### src/rtl/fault_escalator.sv
module fault_escalator #(
  parameter int VEC_W    = 8,
  parameter int SLOT_W   = 3,
  parameter int DF_VEC   = 8,
  parameter int NMI_VEC  = 2,
  parameter int DF_SLOT  = 1,
  parameter int NMI_SLOT = 2
) (
  input  logic              clk,
  input  logic              rst_n,
  input  logic              flt_req,
  input  logic [VEC_W-1:0]  flt_vector,
  input  logic              nmi_req,
  input  logic              deliv_done,
  output logic              dlv_valid,
  output logic [VEC_W-1:0]  dlv_vector,
  output logic [SLOT_W-1:0] dlv_stack,
  output logic              core_rst
);

  typedef enum logic [1:0] {S_IDLE, S_DELIV, S_DF, S_RST} st_t;

  st_t st_q, st_d;
  logic              v_d;
  logic [VEC_W-1:0]  vec_d;
  logic [SLOT_W-1:0] slot_d;

  always_comb begin
    st_d   = st_q;
    v_d    = 1'b0;
    vec_d  = flt_vector;
    slot_d = '0;
    if (st_q == S_RST) begin
      st_d = S_IDLE;
    end else if (nmi_req) begin
      v_d    = 1'b1;
      vec_d  = VEC_W'(NMI_VEC);
      slot_d = SLOT_W'(NMI_SLOT);
      st_d   = (st_q == S_DF && !deliv_done) ? S_DF : S_DELIV;
    end else if (flt_req) begin
      if (st_q == S_IDLE || deliv_done) begin
        v_d  = 1'b1;
        st_d = S_DELIV;
      end else if (st_q == S_DELIV) begin
        v_d    = 1'b1;
        vec_d  = VEC_W'(DF_VEC);
        slot_d = SLOT_W'(DF_SLOT);
        st_d   = S_DF;
      end else begin
        st_d = S_RST;
      end
    end else if (deliv_done) begin
      st_d = S_IDLE;
    end
  end

  always_ff @(posedge clk) begin
    if (!rst_n) begin
      st_q       <= S_IDLE;
      dlv_valid  <= 1'b0;
      dlv_vector <= '0;
      dlv_stack  <= '0;
    end else begin
      st_q       <= st_d;
      dlv_valid  <= v_d;
      dlv_vector <= vec_d;
      dlv_stack  <= slot_d;
    end
  end

  assign core_rst = (st_q == S_RST);

  p_double_fault_r3: assert property (@(posedge clk) disable iff (!rst_n)
    (st_q == S_DELIV && flt_req && !nmi_req && !deliv_done)
    |=> (dlv_valid && dlv_vector == VEC_W'(DF_VEC) && dlv_stack == SLOT_W'(DF_SLOT)));

  p_triple_reset_r4: assert property (@(posedge clk) disable iff (!rst_n)
    (st_q == S_DF && flt_req && !nmi_req && !deliv_done) |=> (core_rst && !dlv_valid));

  p_nmi_slot_r5: assert property (@(posedge clk) disable iff (!rst_n)
    (nmi_req && !core_rst) |=> (dlv_valid && dlv_stack == SLOT_W'(NMI_SLOT)));

  p_reentrant_r6: assert property (@(posedge clk) disable iff (!rst_n)
    (flt_req && deliv_done && !nmi_req && !core_rst) |=> (dlv_valid && dlv_stack == '0));

  p_rst_pulse_r7: assert property (@(posedge clk) disable iff (!rst_n)
    core_rst |=> (!core_rst && !dlv_valid));

  p_idle_quiet_r8: assert property (@(posedge clk) disable iff (!rst_n)
    (!flt_req && !nmi_req) |=> !dlv_valid);

endmodule

### config.mk
export PLATFORM = sky130hd
export DESIGN_NAME = fault_escalator
export DESIGN_NICKNAME = d
export VERILOG_FILES = /design/src/rtl/fault_escalator.sv
export SDC_FILE = /design/constraint.sdc
export NUM_CORES = 1
export LEC_CHECK = 0
export ABC_AREA = 1
export CORE_AREA = 4 4 41 43
export DETAILED_ROUTE_END_ITERATION = 12
export DIE_AREA = 0 0 45 47
export DONT_BUFFER_PORTS = 1
export MAX_ROUTING_LAYER = met4
export PLACE_DENSITY_LB_ADDON = 0.2
export SLEW_MARGIN = 5
export SYNTH_ARGS = -nofsm -noshare
export SYNTH_HDL_FRONTEND = slang
export SYNTH_SLANG_ARGS = --single-unit
### constraint.sdc
create_clock -name clk -period 1.3 [get_ports clk]
set_clock_uncertainty 0.05 [all_clocks]
set_input_delay 0.26 -clock clk [delete_from_list [all_inputs] [get_ports clk]]
set_output_delay 0.26 -clock clk [all_outputs]
set_load 0.05 [all_outputs]
; Word-level counts from Yosys, hierarchy flattened
; Cells that the tools add are included.
[totals]
register_bits = 14
latch_bits = 0
ramBits = 0
mem_bits_ro = 0
in_bits = 13
output_inout_bits = 13
word_cells = 36
memories = 0
[classes]
n_addsub = 0
n_mul = 0
div = 0
n_lt_le_gt_ge = 0
eq_ne = 3
shift = 0
muxes = 19
bitwise = 2
reduce_logical = 7
[op_table]
columns = operator, count
row1 = 8-bit 2-to-1 mux, 5
row2 = 2-bit 2-to-1 mux, 6
row3 = 1-bit 2-to-1 mux, 8
row4 = 5-bit OR reduction, 1
row5 = "2-bit equality test, second input constant", 2
row6 = 3-bit nonzero test, 1
row7 = "2-bit by 1-bit equality test with 1-bit output, second input constant", 1
row8 = 2-bit zero test, 1
row9 = 1-bit NOT, 2
row10 = 2-bit OR reduction, 1
row11 = 1-bit logical AND, 1
row12 = 1-bit zero test, 1
row13 = 1-bit logical OR, 1

; Logic depth before layout (Yosys ltp)
; Gate-level depths: netlist of run 1.
[logic_depth]
word_depth = 6
depth_mapped = 6
depth_no_buf = 6

; Worst setup path before layout of run 1
; Ideal clock, no wire load.
[synth_path]
kind = reg2out
from = reg st_q[1]
to = out core_rst
arrival_ns = 0.767
required_time_ns = 0.990
path_slack_ns = 0.223
stages_incl_launch_ff = 3
path_buffers = 0
cell_sequence = dfxtp_1 -> nand2_2 -> inv_1
[synth_between]
elab_chain_cells = 1
[synth_lines]
columns = element, line_no
row1 = "start, declared", 23  ; st_t st_q, st_d;
row2 = "start signal, assigned", 64  ; st_q <= st_d;
row3 = 2-bit equality test, 71  ; assign core_rst = (st_q == S_RST);
row4 = "end, declared", 18  ; output logic core_rst
; Every way passes these cells.

; Final worst setup path of run 1
; Same ends and word-level chain as after synthesis.

==> metrics.txt, run 1 <==
Logic pwr share=0.070; CP startpoint kind=register; Root Buffer=clkbuf_4; post-synth top area cell=dfxtp_1; static leakage=~0.00028 uW; Area contributors post-synth=dfxtp_1, inv_1, nand3_1, nor2_1, nand2_1; CTS tree=done; Post-Syn Area per Cell=approximately 7.6 sq um; Synth async-reset ratio=0; critical path arrival=0.93 ns; Buffers on Ports=0; I/O pin count=26; fin crit period=~1.2 ns; CP Class=register to output pin; Post-synth top cells=inv_1, dfxtp_1, nor2_1; Fmax achieved=just over 800 MHz; hpwl dp=777 um; Initial Util=0.381; Mapped Cells=65; die area=roughly 2100 sq um; CTS Sinks=13; area post-placement=between 500 and 600 sq um; register share of total power=0.619; post-route ant nets=0; final slew viol count=0; largest family of logic cells by synthesized area=simple AND/OR/NAND/NOR gates; vias in the first global route=358; Initial DRC Count=13; post-DR vias/cell=~4.7; Net Sw Frac=0.291; H-Tree Depth=1; routability cong.=about 0.85; clock share of power=0.311; mux cell area share after synthesis=0; diode count=0; hold slack=roughly 0.013 ns; simple-gate portion of the synthesized area=0.278; largest net degree at the start of global routing=8; most frequent cell after synthesis=inv_1; Cell Area, Synth=between 400 and 500 sq um; layout cell share with drive strength beyond 1=0.130; Synth Area in Compound Gates=0.0682; Hold WC Path Type=primary input to register; internal power=552 uW; die width=45 um; Final setup viols=0; synth warn=0; Psw=around 230 uW; pwr/cell area=between 1000 and 1500 nW/um^2; ys flop type=dfxtp_1; maximum VDD drop=around 0.45 mV; DR vias=393; fin nets=83; XOR/XNOR share of the synthesized area=0; hold buffers post-CTS=0; status=complete, no violations; first-pass GRT wire length=1470 um; max_cap viols=0; Seq/Total Area, Yosys=0.525; drc violations=0; CTS Buffer Depth=2; critical path data required time=~1 ns; adder-cell share of the synthesized area=0; Hold Vio Cnt, Final=0; postcts setup bufs=0; core area=approximately 1300 sq um; Setup crit end kind=output pin; DRT Pass-1 Iters=4; die height=between 40 and 50 um; grt ovf=0; Routed WL=slightly above 1000 um; CP max FO=5; fin crit share=0.955; total track usage=0.104; Clock Latency Late Sink=0.27 ns; PostCTS Resize Cnt=2; # rows=13; synth-to-layout area growth=10.9%; design area=about 550 sq um; Syn Nets=78; number of antenna violations at the first check in global routing=0; Clock transition at path regs=~0.08 ns; Distinct cells, synth=14; Inserted Clock Buffers=3; WL per Instance=around 12 um; #FFs+latches synth=13; number of flops mapped to enable cells by yosys=0; top-area cell type share of the netlist area=0.525
## per-layer routing
layer | routed length [um] | GRT usage
met1 | 422 | 0.114
met2 | 495 | 0.147
met3 | 103 | 0.0460
met4 | 0 | 0.0760
met5 | 0 | -
## worst paths after layout
path,start,to,slack [ns],cells after the start
worst max-delay path,st_q[1],core_rst,0.06,3
worst min-delay path,nmi_req,dlv_stack[0],0.01,1
worst max register to register,st_q[1],st_q[0],0.32,6
worst min register to register,st_q[0],dlv_stack[0],0.50,2
## placed cells by master, fill, tap and decap left out
cell type  instances
inv_1             14
conb_1             1
nand2_1            7
dfxtp_4            1
buf_6              1
a21boi_2           1
dfxtp_2            1
o21a_1             1
o21ai_0            2
nor4_1             1
clkbuf_1           1
nand3_1            9
clkbuf_4           3
nand2_2            2
a21oi_1            1
nor2_1            11
nand4_1            1
dfxtp_1           11
## cell type report
| type | instances | area (sq um) |
|---|---|---|
| Sequential cell | 13 | 265 |
| Fill cell | 160 | 752 |
| Multi-Input combinational cell | 37 | 175 |
| Inverter | 14 | 52.6 |
| Tap cell | 15 | 18.8 |
| Clock buffer | 4 | 26.3 |
| Timing Repair Buffer | 1 | 11.3 |
## registers in the layout, summed over array words and instances (netlist names)
| name | cells |
|---|---|
| dlv_vector | 8 |
| dlv_stack | 2 |
| dlv_valid | 1 |
| st_q | 2 |
## worst max-delay path, cell delays in order (launching register included)
cell and delay [ns]:
dfxtp_4 0.38, nand2_2 0.07, inv_1 0.07, buf_6 0.15
## logic make-up (layout without fill, tap and decap cells)
logic type / count (synthesis) / in the layout
buf+inv: 15 / 19
compound gates: 5 / 5
other cells: 1 / 1
flops: 13 / 13
simple gates: 31 / 31
## metrics by stage
| step | utilization | power [uW] | setup TNS, ns | worst slack (ns) | std cells |
|---|---|---|---|---|---|
| floorplan | - | 538 | 0 | 0.223 | 65 |
| global placement | 0.395 | 546 | 0 | 0.283 | 80 |
| detailed placement | 0.395 | 547 | 0 | 0.271 | 80 |
| CTS | 0.417 | 794 | 0 | 0.0233 | 84 |
| global route | 0.422 | 811 | -0.000176 | -0.000176 | 84 |
| finish | 0.422 | 778 | 0 | 0.0588 | 84 |
## power by group through the flow
stage | Combinational, uW | Sequential [uW] | Clock (uW)
global route | 62.8 | 484 | 264
finish | 54.3 | 482 | 242
detailed placement | 53.8 | 493 | 0
floorplan | 47.6 | 491 | 0
CTS | 53.8 | 484 | 256
global placement | 53.0 | 493 | 0
Power figures use the tool's default switching activity.
==> inputs of run 2 (changes only) <==
--- a/config.mk
+++ b/config.mk
@@ -6,12 +6,13 @@
 export NUM_CORES = 1
 export LEC_CHECK = 0
 export ABC_AREA = 1
-export CORE_AREA = 4 4 41 43
+export CORE_AREA = 8 8 45 47
 export DETAILED_ROUTE_END_ITERATION = 12
-export DIE_AREA = 0 0 45 47
+export DIE_AREA = 0 0 53 55
 export DONT_BUFFER_PORTS = 1
 export MAX_ROUTING_LAYER = met4
 export PLACE_DENSITY_LB_ADDON = 0.2
+export SKIP_CTS_REPAIR_TIMING = 1
 export SLEW_MARGIN = 5
 export SYNTH_ARGS = -nofsm -noshare
 export SYNTH_HDL_FRONTEND = slang
==> run 2 against run 1 <==
Effect of this change:
- final area grew 2.5%
- maximum frequency is 0.54% higher
- largest power group unchanged
- routed wire length increased by 7.1%
- highest routed layer is now met4
==> metrics.txt, run 2 (same netlist as run 1, synthesis figures left out) <==
Clock Latency Late Sink=0.27 ns (about the same); pwr/cell area=1400 nW/um^2 (-1.3%); Buf/Inv on CP=2 (unchanged); diode count=0 (unchanged); slowest cell on the critical path=dfxtp_4; number of antenna violations at the first check in global routing=0 (unchanged); CP max FO=5 (unchanged); largest net degree at the start of global routing=8 (unchanged); CP top delay family=flip-flops; biggest regs=dlv_vector: 8 flops, dlv_stack: 2 flops, st_q: 2 flops; post-route ant nets=0 (unchanged); critical path data required time=0.99 ns (about the same); clock share of power=0.317 (+0.006); Layout fillers=158 (-1.3%); status=complete, no violations; sum of negative setup slack=0 ns (unchanged); CP Class=register to output pin; hold slack=0.0345 ns (+0.0220 ns); utilization after layout=0.407 (-0.0152); die area=2920 sq um (+38%); hpwl dp=857 um (+10%); RSZ-0062 raised after global routing=false; die width=53 um (+18%); first-pass GRT wire length=1650 um (+12%); commonest cells after routing, fill and taps aside=inv_1, nor2_1, dfxtp_1; Inserted Clock Buffers=3 (unchanged); # rows=14 (+1); internal power=553 uW (+0.29%); CTS tree=done; DR vias=404 (+2.8%); CTS Sinks=13 (unchanged); Buffers on Ports=0 (unchanged); drc violations=0 (unchanged); CP startpoint kind=register; routability cong.=0.768 (-9.6%); max FFs per register=8 (unchanged); static leakage=0.000286 uW (+0.70%); grt ovf=0 (unchanged); maximum VDD drop=0.722 mV (+61%); most common cell after layout, fill and taps aside=inv_1; Hold WC Path Type=primary input to register; Psw=234 uW (+3.4%); CP cell instances=nand2_2 > inv_2 > buf_6; Initial Util=0.358 (-0.0227); Net Sw Frac=0.298 (+0.00639); CTS Buffer Depth=2 (unchanged); I/O pin count=26 (unchanged); H-Tree Depth=1 (unchanged); largest stage delay on the critical path=0.37 ns (about the same); post-DR vias/cell=4.70 (+0.41%); fin nets=84 (+1.2%); Routed WL=1090 um (+7.1%); die height=55 um (+17%); Logic pwr share=0.071 (about the same); fin crit share=0.950 (-0.00514); vias in the first global route=385 (+7.5%); Fmax achieved=810 MHz (+0.54%); Root Buffer=clkbuf_4; register share of total power=0.612 (-0.007); Clock transition at path regs=0.08 ns (about the same); max_cap viols=0 (unchanged); final slew viol count=0 (unchanged); core area=1380 sq um (+6.3%); Setup crit end kind=output pin; fin crit period=1.23 ns (-0.00668 ns); WL per Instance=12.7 um (+4.7%); critical path arrival=0.92 ns (about the same); DRT Pass-1 Iters=4 (unchanged); Final Power=788 uW (+1.2%); layout cell share with drive strength beyond 1=0.143 (+0.0124); Largest Register=dlv_vector; Hold Vio Cnt, Final=0 (unchanged); Initial DRC Count=8 (-5); total track usage=0.0831 (-0.0207); synth-to-layout area growth=13.6%; Final setup viols=0 (unchanged)
-- run 2: power by group through the flow --
stage	clock, uW	combinational [uW]	sequential [uW]
detailed placement	0	53.1	494
floorplan	0	47.6	491
global placement	0	52.9	494
CTS	265	53.2	485
global route	281	65.5	484
finish	250	56.2	482
-- run 2: final cells by class --
type / instances / area (sq um) / area share
timing repair buffer: 2 / 21.3 / 0.0378
sequential: 13 / 268 / 0.476
clock buffer: 4 / 26.3 / 0.0467
tap: 16 / 20.0 / 0.0356
inverter: 14 / 52.6 / 0.0933
multi-input combinational: 37 / 175 / 0.311
-- run 2: routing by layer --
layer	part of all wire	track usage	up-vias
met2	0.47	0.119	23
met3	0.15	0.0615	2
li1	-	-	208
met5	0	-	-
met1	0.36	0.0785	171
met4	0.016	0.0517	0
-- run 2: final timing paths --
| check | endpoint | cells past startpoint | slack (ns) | from |
|---|---|---|---|---|
| worst max-delay path | core_rst | 3 | 0.07 | st_q[1] |
| worst min-delay path | dlv_vector[0] | 2 | 0.03 | flt_vector[0] |
| worst max register to register | dlv_stack[0] | 3 | 0.29 | st_q[1] |
| worst min register to register | dlv_stack[0] | 2 | 0.54 | st_q[0] |
-- run 2: metrics by stage --
step | cell area [sq um] | worst slack, ns | std cells
after floorplan | 495 | 0.223 | 65
after global placement | 515 | 0.276 | 81
after detailed placement | 515 | 0.255 | 81
after CTS | 542 | -0.0598 | 85
after global routing | 563 | 0.0113 | 86
final | 563 | 0.0655 | 86
==> inputs of run 3 (changes only) <==
--- a/config.mk
+++ b/config.mk
@@ -12,8 +12,9 @@
 export DONT_BUFFER_PORTS = 1
 export MAX_ROUTING_LAYER = met4
 export PLACE_DENSITY_LB_ADDON = 0.2
+export REMOVE_ABC_BUFFERS = 1
 export SKIP_CTS_REPAIR_TIMING = 1
-export SLEW_MARGIN = 5
+export SLEW_MARGIN = 10
 export SYNTH_ARGS = -nofsm -noshare
 export SYNTH_HDL_FRONTEND = slang
 export SYNTH_SLANG_ARGS = --single-unit
==> run 3 against run 2 <==
Effect of this change:
- register-to-register slack better by 0.02 ns
- clock power down 2%
- worst hold slack better by 0.0037 ns
- routed wire length up 2.0%
- final area up 1.3%
- final cell count up 1.2%
- total power down 0.20%
- highest routed layer unchanged
- critical endpoint unchanged
- via count up 4.5%
- maximum frequency up 0.34%
- sequential power about the same
- non-clock buffer count up 1
==> metrics.txt, run 3 (same netlist as run 1, synthesis figures left out) <==
routability cong.=0.793 (+3.4%); CP cell instances=nand2_2 > inv_2 > buf_6; commonest cells after routing, fill and taps aside=inv_1, nor2_1, dfxtp_1; Root Buffer=clkbuf_4; design area=571 sq um (+1.3%); WL per Instance=12.8 um (+0.84%); biggest regs=dlv_vector: 8 flops, dlv_stack: 2 flops, st_q: 2 flops; CP top delay family=flip-flops; number of antenna violations at the first check in global routing=0 (unchanged); critical path data required time=0.99 ns (about the same); Post-Place Cells=81 (unchanged); DR vias=422 (+4.5%); multi-input logic area=175 sq um (unchanged); # rows=14 (unchanged); final slew viol count=0 (unchanged); static leakage=0.000291 uW (+1.8%); drc violations=0 (unchanged); layout cell share with drive strength beyond 1=0.155 (+0.0121); RSZ-0062 raised after global routing=false; pwr/cell area=1380 nW/um^2 (-1.5%); die width=53 um (unchanged); CTS tree=done; met2 wire len=544 um (+5.8%); die area=2920 sq um (unchanged); fin nets=85 (+1.2%); Final setup viols=0 (unchanged); total track usage=0.0820 (-0.00118); Hold Vio Cnt, Final=0 (unchanged); Initial DRC Count=9 (+1); Final Power=786 uW (-0.20%); Largest Register=dlv_vector; Levels on crit path=3 (unchanged); met3 WL=178 um (+8.5%); post-DR vias/cell=4.85 (+3.3%); vias in the first global route=365 (-5.2%); critical path arrival=0.92 ns (about the same); Layout fillers=148 (-6.3%); DRT Pass-1 Iters=4 (unchanged); diode count=0 (unchanged); Hold WC Path Type=primary input to register; largest net degree at the start of global routing=8 (unchanged); post-route ant nets=0 (unchanged); CP max FO=5 (unchanged); Buffers on Ports=0 (unchanged); Hold Path Cell Cnt=2 (unchanged); slowest cell on the critical path=dfxtp_4; grt ovf=0 (unchanged); Metal-1 WL=373 um (-6.3%); H-Tree Depth=1 (unchanged); Clock Latency Late Sink=0.27 ns (about the same); R2R cell count=3 (unchanged); CTS Sinks=13 (unchanged); I/O pin count=26 (unchanged); Inserted Clock Buffers=3 (unchanged); PnR worst setup slack=0.0696 ns (+0.00413 ns); max FFs per register=8 (unchanged); CTS Buffer Depth=2 (unchanged); die height=55 um (unchanged); status=complete, no violations; core area=1380 sq um (unchanged); fin crit share=0.946 (-0.00318); sequential standard cell area=268 sq um (unchanged); synth-to-layout area growth=15.2%; CP startpoint kind=register; max_cap viols=0 (unchanged); Initial Util=0.358 (unchanged); uppermost routed layer=met4; hpwl dp=829 um (-3.2%); Clock transition at path regs=0.08 ns (about the same); Routed WL=1120 um (+2.0%); largest stage delay on the critical path=0.37 ns (about the same); Setup Slack @ Placement=0.266 ns (+0.0113 ns); CP Class=register to output pin; Fmax achieved=813 MHz (+0.34%); fin crit period=1.23 ns (-0.00413 ns); first-pass GRT wire length=1680 um (+1.6%); maximum VDD drop=0.527 mV (-27%); hold slack=0.0382 ns (+0.00369 ns); Buf/Inv on CP=2 (unchanged); Setup crit end kind=output pin; most common cell after layout, fill and taps aside=inv_1; Final Non-Filler Cells=87 (+1.2%); area post-placement=515 sq um (unchanged)
## run 3: changes by cell type in the layout (fill, tap and decap cells not counted)
cell   before  now
buf_4       0    1
## run 3: final timing paths
| kind | from | slack, ns | end |
|---|---|---|---|
| max reg2reg | st_q[1] | 0.31 | dlv_stack[0] |
| min | flt_vector[5] | 0.04 | dlv_vector[5] |
| min reg2reg | st_q[1] | 0.57 | st_q[1] |
| max | st_q[1] | 0.07 | core_rst |
## run 3: layer usage
layer  vias up  track usage
met1       189       0.0799
met5         -            -
li1        209            -
met4         0       0.0517
met3         4       0.0535
met2        20        0.119
## run 3: stage by stage
step / utilization / TNS [ns]
global placement: 0.373 / 0
finish: 0.412 / 0
global route: 0.412 / 0
floorplan: - / 0
CTS: 0.392 / -0.0418
detailed placement: 0.373 / 0
## run 3: layout make-up
cell class	count	share of cell area
Clock buffer	4	0.0461
Timing Repair Buffer	3	0.0504
Inverter	14	0.0921
Sequential cell	13	0.469
Tap cell	16	0.0351
Multi-Input combinational cell	37	0.307
## run 3: power by group
group / switching [uW] / internal (uW)
sequential: 66.1 / 415
combinational: 39.0 / 21.7
clock: 125 / 119
total: 231 / 556
